$ cat config.mk
export PLATFORM = sky130hd
export DESIGN_NAME = psync_counter
export DESIGN_NICKNAME = d
export VERILOG_FILES = /design/src/rtl/pcnt_pkg.sv /design/src/rtl/pcnt_mode_sel.sv /design/src/rtl/pcnt_next.sv /design/src/rtl/pcnt_term.sv /design/src/rtl/psync_counter.sv
export SDC_FILE = /design/constraint.sdc
export NUM_CORES = 1
export LEC_CHECK = 0
export ABC_AREA = 1
export CAP_MARGIN = 20
export CORE_AREA = 2 2 39 41
export DETAILED_ROUTE_END_ITERATION = 16
export DIE_AREA = 0 0 41 43
export DONT_BUFFER_PORTS = 1
export PLACE_DENSITY = 0.46
export SYNTH_ARGS = -nofsm -noshare
export SYNTH_HDL_FRONTEND = slang
export SYNTH_SLANG_ARGS = --single-unit
$ cat constraint.sdc
create_clock -name clk -period 1.8 [get_ports clk]
set_clock_uncertainty 0.05 [all_clocks]
set_input_delay 0.18 -clock clk [delete_from_list [all_inputs] [get_ports clk]]
set_output_delay 0.18 -clock clk [all_outputs]
set_load 0.005 [all_outputs]
$ cat src/rtl/pcnt_pkg.sv
package pcnt_pkg;

  // Action the state register takes on the coming rising edge
  typedef enum logic [1:0] {
    ACT_CLEAR = 2'd0,
    ACT_LOAD  = 2'd1,
    ACT_STEP  = 2'd2,
    ACT_HOLD  = 2'd3
  } pcnt_act_e;

  // Highest state of a counter of the given width and modulus
  function automatic int unsigned top_value(input int unsigned width, input bit decade);
    if (decade) return 9;
    return (1 << width) - 1;
  endfunction

endpackage

$ cat src/rtl/pcnt_mode_sel.sv
module pcnt_mode_sel
  import pcnt_pkg::*;
(
  input  logic      clr_n,
  input  logic      ld_n,
  input  logic      en_p,
  input  logic      en_t,
  output pcnt_act_e act
);

  // Priority: clear, then load, then count, else hold
  always_comb begin
    if (!clr_n)               act = ACT_CLEAR;
    else if (!ld_n)           act = ACT_LOAD;
    else if (en_p && en_t)    act = ACT_STEP;
    else                      act = ACT_HOLD;
  end

endmodule

$ cat src/rtl/pcnt_next.sv
module pcnt_next
  import pcnt_pkg::*;
#(
  parameter int unsigned WIDTH  = 4,
  parameter bit          DECADE = 1'b1
) (
  input  logic [WIDTH-1:0] cur,
  input  logic [WIDTH-1:0] din,
  input  pcnt_act_e        act,
  output logic [WIDTH-1:0] nxt
);

  localparam logic [WIDTH-1:0] TOP = WIDTH'(top_value(WIDTH, DECADE));

  logic [WIDTH-1:0] stepped;

  generate
    if (DECADE) begin : g_bcd
      // Legal states wrap at 9; illegal states are steered back
      always_comb begin
        if (cur == TOP)            stepped = '0;
        else if (cur < TOP)        stepped = cur + 1'b1;
        else begin
          case (cur)
            WIDTH'(11): stepped = WIDTH'(6);
            WIDTH'(13): stepped = WIDTH'(4);
            WIDTH'(15): stepped = WIDTH'(2);
            default:    stepped = cur + 1'b1;
          endcase
        end
      end
    end else begin : g_bin
      // Natural wrap of the WIDTH-bit adder
      always_comb stepped = cur + 1'b1;
    end
  endgenerate

  always_comb begin
    unique case (act)
      ACT_CLEAR: nxt = '0;
      ACT_LOAD:  nxt = din;
      ACT_STEP:  nxt = stepped;
      default:   nxt = cur;
    endcase
  end

endmodule

$ cat src/rtl/pcnt_term.sv
module pcnt_term
  import pcnt_pkg::*;
#(
  parameter int unsigned WIDTH  = 4,
  parameter bit          DECADE = 1'b1
) (
  input  logic [WIDTH-1:0] cur,
  input  logic             en_t,
  output logic             tc
);

  localparam logic [WIDTH-1:0] TOP = WIDTH'(top_value(WIDTH, DECADE));

  // Combinational so a chain carries within the same cycle
  assign tc = en_t && (cur == TOP);

endmodule

$ cat src/rtl/psync_counter.sv
module psync_counter
  import pcnt_pkg::*;
#(
  parameter int unsigned WIDTH     = 4,
  parameter bit          DECADE    = 1'b1,
  parameter bit          ASYNC_CLR = 1'b1
) (
  input  logic             clk,
  input  logic             clr_n,
  input  logic             ld_n,
  input  logic             en_p,
  input  logic             en_t,
  input  logic [WIDTH-1:0] d,
  output logic [WIDTH-1:0] q,
  output logic             tc
);

  pcnt_act_e        act;
  logic [WIDTH-1:0] cnt_q;
  logic [WIDTH-1:0] cnt_d;

  pcnt_mode_sel u_sel (
    .clr_n (clr_n),
    .ld_n  (ld_n),
    .en_p  (en_p),
    .en_t  (en_t),
    .act   (act)
  );

  pcnt_next #(.WIDTH(WIDTH), .DECADE(DECADE)) u_next (
    .cur (cnt_q),
    .din (d),
    .act (act),
    .nxt (cnt_d)
  );

  pcnt_term #(.WIDTH(WIDTH), .DECADE(DECADE)) u_term (
    .cur  (cnt_q),
    .en_t (en_t),
    .tc   (tc)
  );

  generate
    if (ASYNC_CLR) begin : g_aclr
      // Clear reaches the flops without waiting for the clock
      always_ff @(posedge clk or negedge clr_n) begin
        if (!clr_n) cnt_q <= '0;
        else        cnt_q <= cnt_d;
      end
    end else begin : g_sclr
      // Clear is part of the next-state decode and waits for an edge
      always_ff @(posedge clk) begin
        cnt_q <= cnt_d;
      end
    end
  endgenerate

  assign q = cnt_q;

endmodule

==> impl_results.md, run 1 <==
- Status: complete, no violations
- Final setup margin: 0.3166 ns
- Final ANT Viol Nets: 0
- Most frequent cells in the layout: nand2_1 (19), nand3_1 (11), inv_1 (7)
- CTS tree: done
- R2R setup slack: ~0.43 ns
- Final Cell Area: 424.2 µm²
- Max IR drop VDD: between 200 and 300 µV
- Top post-synthesis cells by area: dfrtp_1 (27%), nand2_1 (19%), nand3_1 (15%), ha_1 (10%), nand3_2 (8.1%)
- Synthesized area: 371.6 µm²
- Hold-fix buffers at CTS: 1
- Type of element capturing the critical path: output port
- Synth Register Bits: 4
- Met3 usage: roughly 2.1%
- Worst Path Required: 1.57 ns
- Antenna cells: 0
- Place WS: approximately 0.42 ns
- Vias/cell: about 4.5
- Pwr dens: 609.1 nW/µm²
- Root buffer cell: clkbuf_4
- Crit path max fanout: 6
- Final Hold Viols: 0
- Hold Crit Endpoint: q[1]
- Wire length per cell: 10.71 µm
- Area fraction of the dominant cell type after synthesis: a little over a quarter
- Initial Util: 26.85%
- Synth unique cells: 12
- Setup_tns: 0 ns
- Kind of critical path: flip-flop to output port
- Placed Instances: 73
- Die W: 41 µm
- Worst hold stages: 2
- Number of I/O pins: 14
- # resized after CTS: 0
- Share of post-route cells with drive strength above 1: 18.03%
- FF-to-FF path depth: 8
- Slew @ Worst Pin: ~0.31 ns
- Routed vias: 350
- Site Rows: 14
- Initial antenna violation count: 0
- Post-CTS setup buffers: 0
- Port bufs: 0
- Max Cap Viol: 0
- Initial DRC count: 5
- Final WL: 825 µm
- FF-to-FF End: q[0]
- Achievable frequency: between 600 and 700 MHz
- Net Count, Synth: 69
- RSZ-0062 raised after global routing: false
- Max-slew violations: 0
- Reg2reg start: q[0]
- Detail Placement HPWL: 649.5 µm
- Gr ovfl total: 0
- Die Y: 43 µm
- GPL Wtd Cong: 0.6441
- CTS Buf Count: 3
- First-pass iteration count of the detailed router: 4
- Core Footprint: 1384 µm²
- Crit path DAT: 1.25 ns
- Avg Cell Area, Syn: 6.519 µm²
- Seq/Total Area, Yosys: 26.94%
- Max reg flops: 4
- Max_slew headroom: 79.08%
- CTS clk-pin slew, worst paths: about 0.040 ns
- Level count of the clock H-tree: 1
- Post-layout net count: 75
- Grt peak-use layer: met2
- Worst hold path class: primary input to flip-flop
- GRT met1 Usage: approximately 15%
- FILL cells: approximately 160
- Die area: 1763 µm²
- Power Total: approximately 0.26 mW
- Cells after Synth: 57
- Largest net degree at the start of global routing: 9
- Hold wc startpoint: clr_n
- Vias in the first global route: approximately 350
- Post-route minimum period: approximately 1.5 ns
- Clk Latency, worst-skew pair: 0.23 ns
- Synth Warn #: 0
- Leading area contributor after synthesis: dfrtp_1
- Synthesis-to-layout area growth: 14.14%
- Clock tree buffer depth: 2
- Share of the clock period used by the worst path: 82.41%
- GRT Overall Usage: 10.90%
- Leak pwr: approximately 0.23 nW
- Remaining DRCs: 0
- GRT met2 Usage: between 10% and 20%
- First-pass GRT wire length: between 1000 and 1500 µm
- Placed instance area: 391.6 µm²
- Type of origin of the critical path: flip-flop
- CTS Sinks: 4
- Fin cells: 77
- Commonest non-fill, non-tap cell in the layout: nand2_1
- Final setup violation count: 0
[metrics by stage]
step,util (%),hold slack (ns)
3_5_place_dp,28.30,-0.1654
4_1_cts,30.65,0.05554
2_1_floorplan,-,-0.1656
5_1_grt,30.65,0.07206
3_3_place_gp,28.30,-0.1654
6_report,30.65,0.06252
[how the worst max path moves through the flow]
stage,from,to,cells after the start
detailed placement,q[0],q[0],8
finish,q[1],tc,4
floorplan,q[0],q[0],8
global placement,q[0],q[0],8
CTS,q[1],tc,4
global route,q[1],tc,4
[synth_stat cells]
master,count
nand2_1,19
nand3_1,11
inv_1,7
dfrtp_1,4
ha_1,3
nand3_2,3
nor2_1,3
nand2_2,2
nor2_2,2
a21oi_1,1
inv_2,1
nand4_1,1
[worst max-delay path, cell delays in order (launching register included)]
cell and delay (ns):
dfrtp_1 0.45, inv_1 0.11, ha_1 0.20, nand3_2 0.12
nor2_1 0.14
[cell type report]
type | instances | area [µm²] | share of cell area (%)
Inverter | 8 | 30.03 | 7.080
Tap cell | 16 | 20.02 | 4.720
Sequential cell | 4 | 100.1 | 23.60
Multi-Input combinational cell | 45 | 241.5 | 56.93
Clock buffer | 3 | 22.52 | 5.310
Timing Repair Buffer | 1 | 10.01 | 2.360
[cell families after synthesis]
logic type	share of synthesized area, %
buffers and inverters	8.081
AOI/OAI and AO/OA	1.346
adders and majority gates	10.10
DFF	26.94
and+or+nand+nor	53.54
[power breakdown]
part	total (mW)	internal [mW]	switching, mW	leakage (nW)
registers	0.111	0.0964	0.0146	0.0530
clock network	0.108	0.0744	0.0340	0.0138
logic	0.0390	0.0166	0.0224	0.165
[per-layer routing]
metal / part of all wire, % / vias up
met1: 44 / 151
met5: 0 / -
li1: - / 190
met3: 7.2 / 0
met2: 49 / 9
met4: 0 / 0
Power figures use the tool's default switching activity.
==> inputs of run 2 (changes only) <==
- PLACE_DENSITY: 0.46 -> 0.48
- clock period: 1.8 -> 1.35 ns (I/O delays scaled with it)
==> impl_results.md, run 2 (synthesized netlist as in run 1, its figures left out) <==
- Number of I/O pins: 14 (unchanged)
- CTS Buf Count: 3 (unchanged)
- CTS tree: done (unchanged)
- R2R setup slack: 0.07 ns (was 0.43 ns)
- Status: complete, no violations (unchanged)
- Die Y: 43 µm (unchanged)
- Synthesis-to-layout area growth: 27.95% (was 14.14%)
- Max Cap Viol: 0 (unchanged)
- Fin cells: 81 (was 77)
- Port bufs: 0 (unchanged)
- Final WL: 914 µm (was 825 µm)
- Slowest cell on crit path: dfrtp_1 (unchanged)
- Max_slew headroom: 77.50% (was 79.08%)
- GRT Overall Usage: 12.84% (was 10.90%)
- Reg2reg start: q[1] (was q[0])
- Wire length per cell: 11.28 µm (was 10.71 µm)
- Clk Latency, worst-skew pair: 0.23 ns (about the same)
- Worst hold stages: 2 (unchanged)
- Remaining DRCs: 0 (unchanged)
- Slew @ Worst Pin: 0.3375 ns (was 0.3138 ns)
- Final setup margin: 0.06641 ns (was 0.3166 ns)
- Final ANT Viol Nets: 0 (unchanged)
- Clock tree buffer depth: 2 (unchanged)
- Vias/cell: 4.765 (was 4.545)
- Hold wc startpoint: clr_n (unchanged)
- Initial DRC count: 6 (was 5)
- Initial Util: 26.85% (unchanged)
- Die area: 1763 µm² (unchanged)
- Level count of the clock H-tree: 1 (unchanged)
- Cell Chain, Critical Path: buf_4 > ha_2 > nand2_1 > inv_1 > nand2_2 > nand2_1 > nor2_2 > nand2_1 > nand3_2 (was inv_1 > ha_1 > nand3_2 > nor2_1)
- First-pass iteration count of the detailed router: 4 (unchanged)
- RSZ-0062 raised after global routing: false (unchanged)
- FF-to-FF path depth: 9 (was 8)
- Site Rows: 14 (unchanged)
- Most frequent cells in the layout: nand2_1 (18), nand3_1 (11), inv_1 (6) (was nand2_1 (19), nand3_1 (11), inv_1 (7))
- Max reg flops: 4 (unchanged)
- Max-slew violations: 0 (unchanged)
- CTS clk-pin slew, worst paths: 0.04 ns (about the same)
- Gr ovfl total: 0 (unchanged)
- WP depth: 9 (was 4)
- Commonest non-fill, non-tap cell in the layout: nand2_1 (unchanged)
- Post-route minimum period: 1.284 ns
- GPL Wtd Cong: 0.7744 (was 0.6441)
- Type of element capturing the critical path: flip-flop (was output port)
- Worst Path Required: 1.46 ns (was 1.57 ns)
- Initial antenna violation count: 0 (unchanged)
- CTS Sinks: 4 (unchanged)
- Cell mode on critical path: nand2_1
- Slowest stage delay, CP: 0.39 ns (was 0.45 ns)
- Core Footprint: 1384 µm² (unchanged)
- Hold Crit Endpoint: q[1] (unchanged)
- Achievable frequency: just under 800 MHz
- Final Hold Viols: 0 (unchanged)
- Pwr dens: 764.2 nW/µm² (was 609.1 nW/µm²)
- Type of origin of the critical path: flip-flop (unchanged)
- Die W: 41 µm (unchanged)
- Vias in the first global route: 391 (was 348)
- Place WS: 0.06044 ns (was 0.4197 ns)
- Share of the clock period used by the worst path: between 90 and 100%
- Worst path bufs/invs: 2 (was 1)
- Antenna cells: 0 (unchanged)
- FF-to-FF End: q[0] (unchanged)
- Detail Placement HPWL: 705.8 µm (was 649.5 µm)
- Final setup violation count: 0 (unchanged)
- Root buffer cell: clkbuf_4 (unchanged)
- Crit path max fanout: 4 (was 6)
- Placed Instances: 75 (was 73)
- First-pass GRT wire length: 1511 µm (was 1317 µm)
- Kind of critical path: flip-flop to flip-flop (was flip-flop to output port)
- Worst hold path class: primary input to flip-flop (unchanged)
- Setup_tns: 0 ns (unchanged)
- Post-layout net count: 79 (was 75)
- Max IR drop VDD: 425.1 µV (was 287.6 µV)
- Routed vias: 386 (was 350)
- Top delay family on crit path: simple AND/OR/NAND/NOR gates (was flip-flops)
- Leak pwr: 0.2496 nW (was 0.2318 nW)
- Share of post-route cells with drive strength above 1: 32.31% (was 18.03%)
- Largest net degree at the start of global routing: 9 (unchanged)
- Crit path DAT: 1.40 ns (was 1.25 ns)
-- run 2: repair_timing --
action | in CTS | in global routing
pin swaps | 1 | 1
resized for setup | 3 | 4
endpoints found under the setup margin | 1 | 5
endpoints found under the hold margin | 4 | 0
buffers inserted | 2 | 0
hold buffers | 1 | 0
-- run 2: routing by layer --
layer / up-vias / wire length, µm / GRT usage [%]
met5: - / 0 / 0
met4: 0 / 8 / 9.333
met3: 2 / 51 / 3.665
met2: 11 / 458 / 18.75
met1: 174 / 396 / 15.13
li1: 199 / - / -
-- run 2: worst max path at each step --
| stage | start | end | slack (ns) |
|---|---|---|---|
| CTS | q[1] | tc | 0.01 |
| global placement | q[0] | q[3] | 0.06 |
| global route | q[1] | q[3] | 0.0008 |
| floorplan | q[0] | q[0] | 0.14 |
| finish | q[1] | q[0] | 0.07 |
| detailed placement | q[0] | q[3] | 0.06 |
-- run 2: cell type report --
cell class              count  area (µm²)
multi-input cells          45       261.5
well taps                  16       20.02
clock buffers               3       22.52
fillers                   148       908.4
repair buffers              5       40.04
flip-flops and latches      4       101.3
inverters                   8       30.03
-- run 2: report_power, final --
group          leakage [nW]  switching [mW]  internal, mW
Combinational         0.184          0.0408        0.0345
Sequential           0.0516          0.0163         0.129
Clock                0.0138          0.0436        0.0991
-- run 2: through the flow --
| step | utilization [%] | cell area [µm²] | power, mW | hold WS, ns |
|---|---|---|---|---|
| after global placement | 29.39 | 406.6 | 0.2039 | -0.2104 |
| after floorplan | - | 371.6 | 0.1858 | -0.2106 |
| after detailed placement | 29.39 | 406.6 | 0.2049 | -0.2104 |
| after CTS | 33.27 | 460.4 | 0.3670 | 0.01442 |
| final | 34.36 | 475.5 | 0.3633 | 0.02192 |
| after global routing | 34.36 | 475.5 | 0.3946 | 0.03229 |
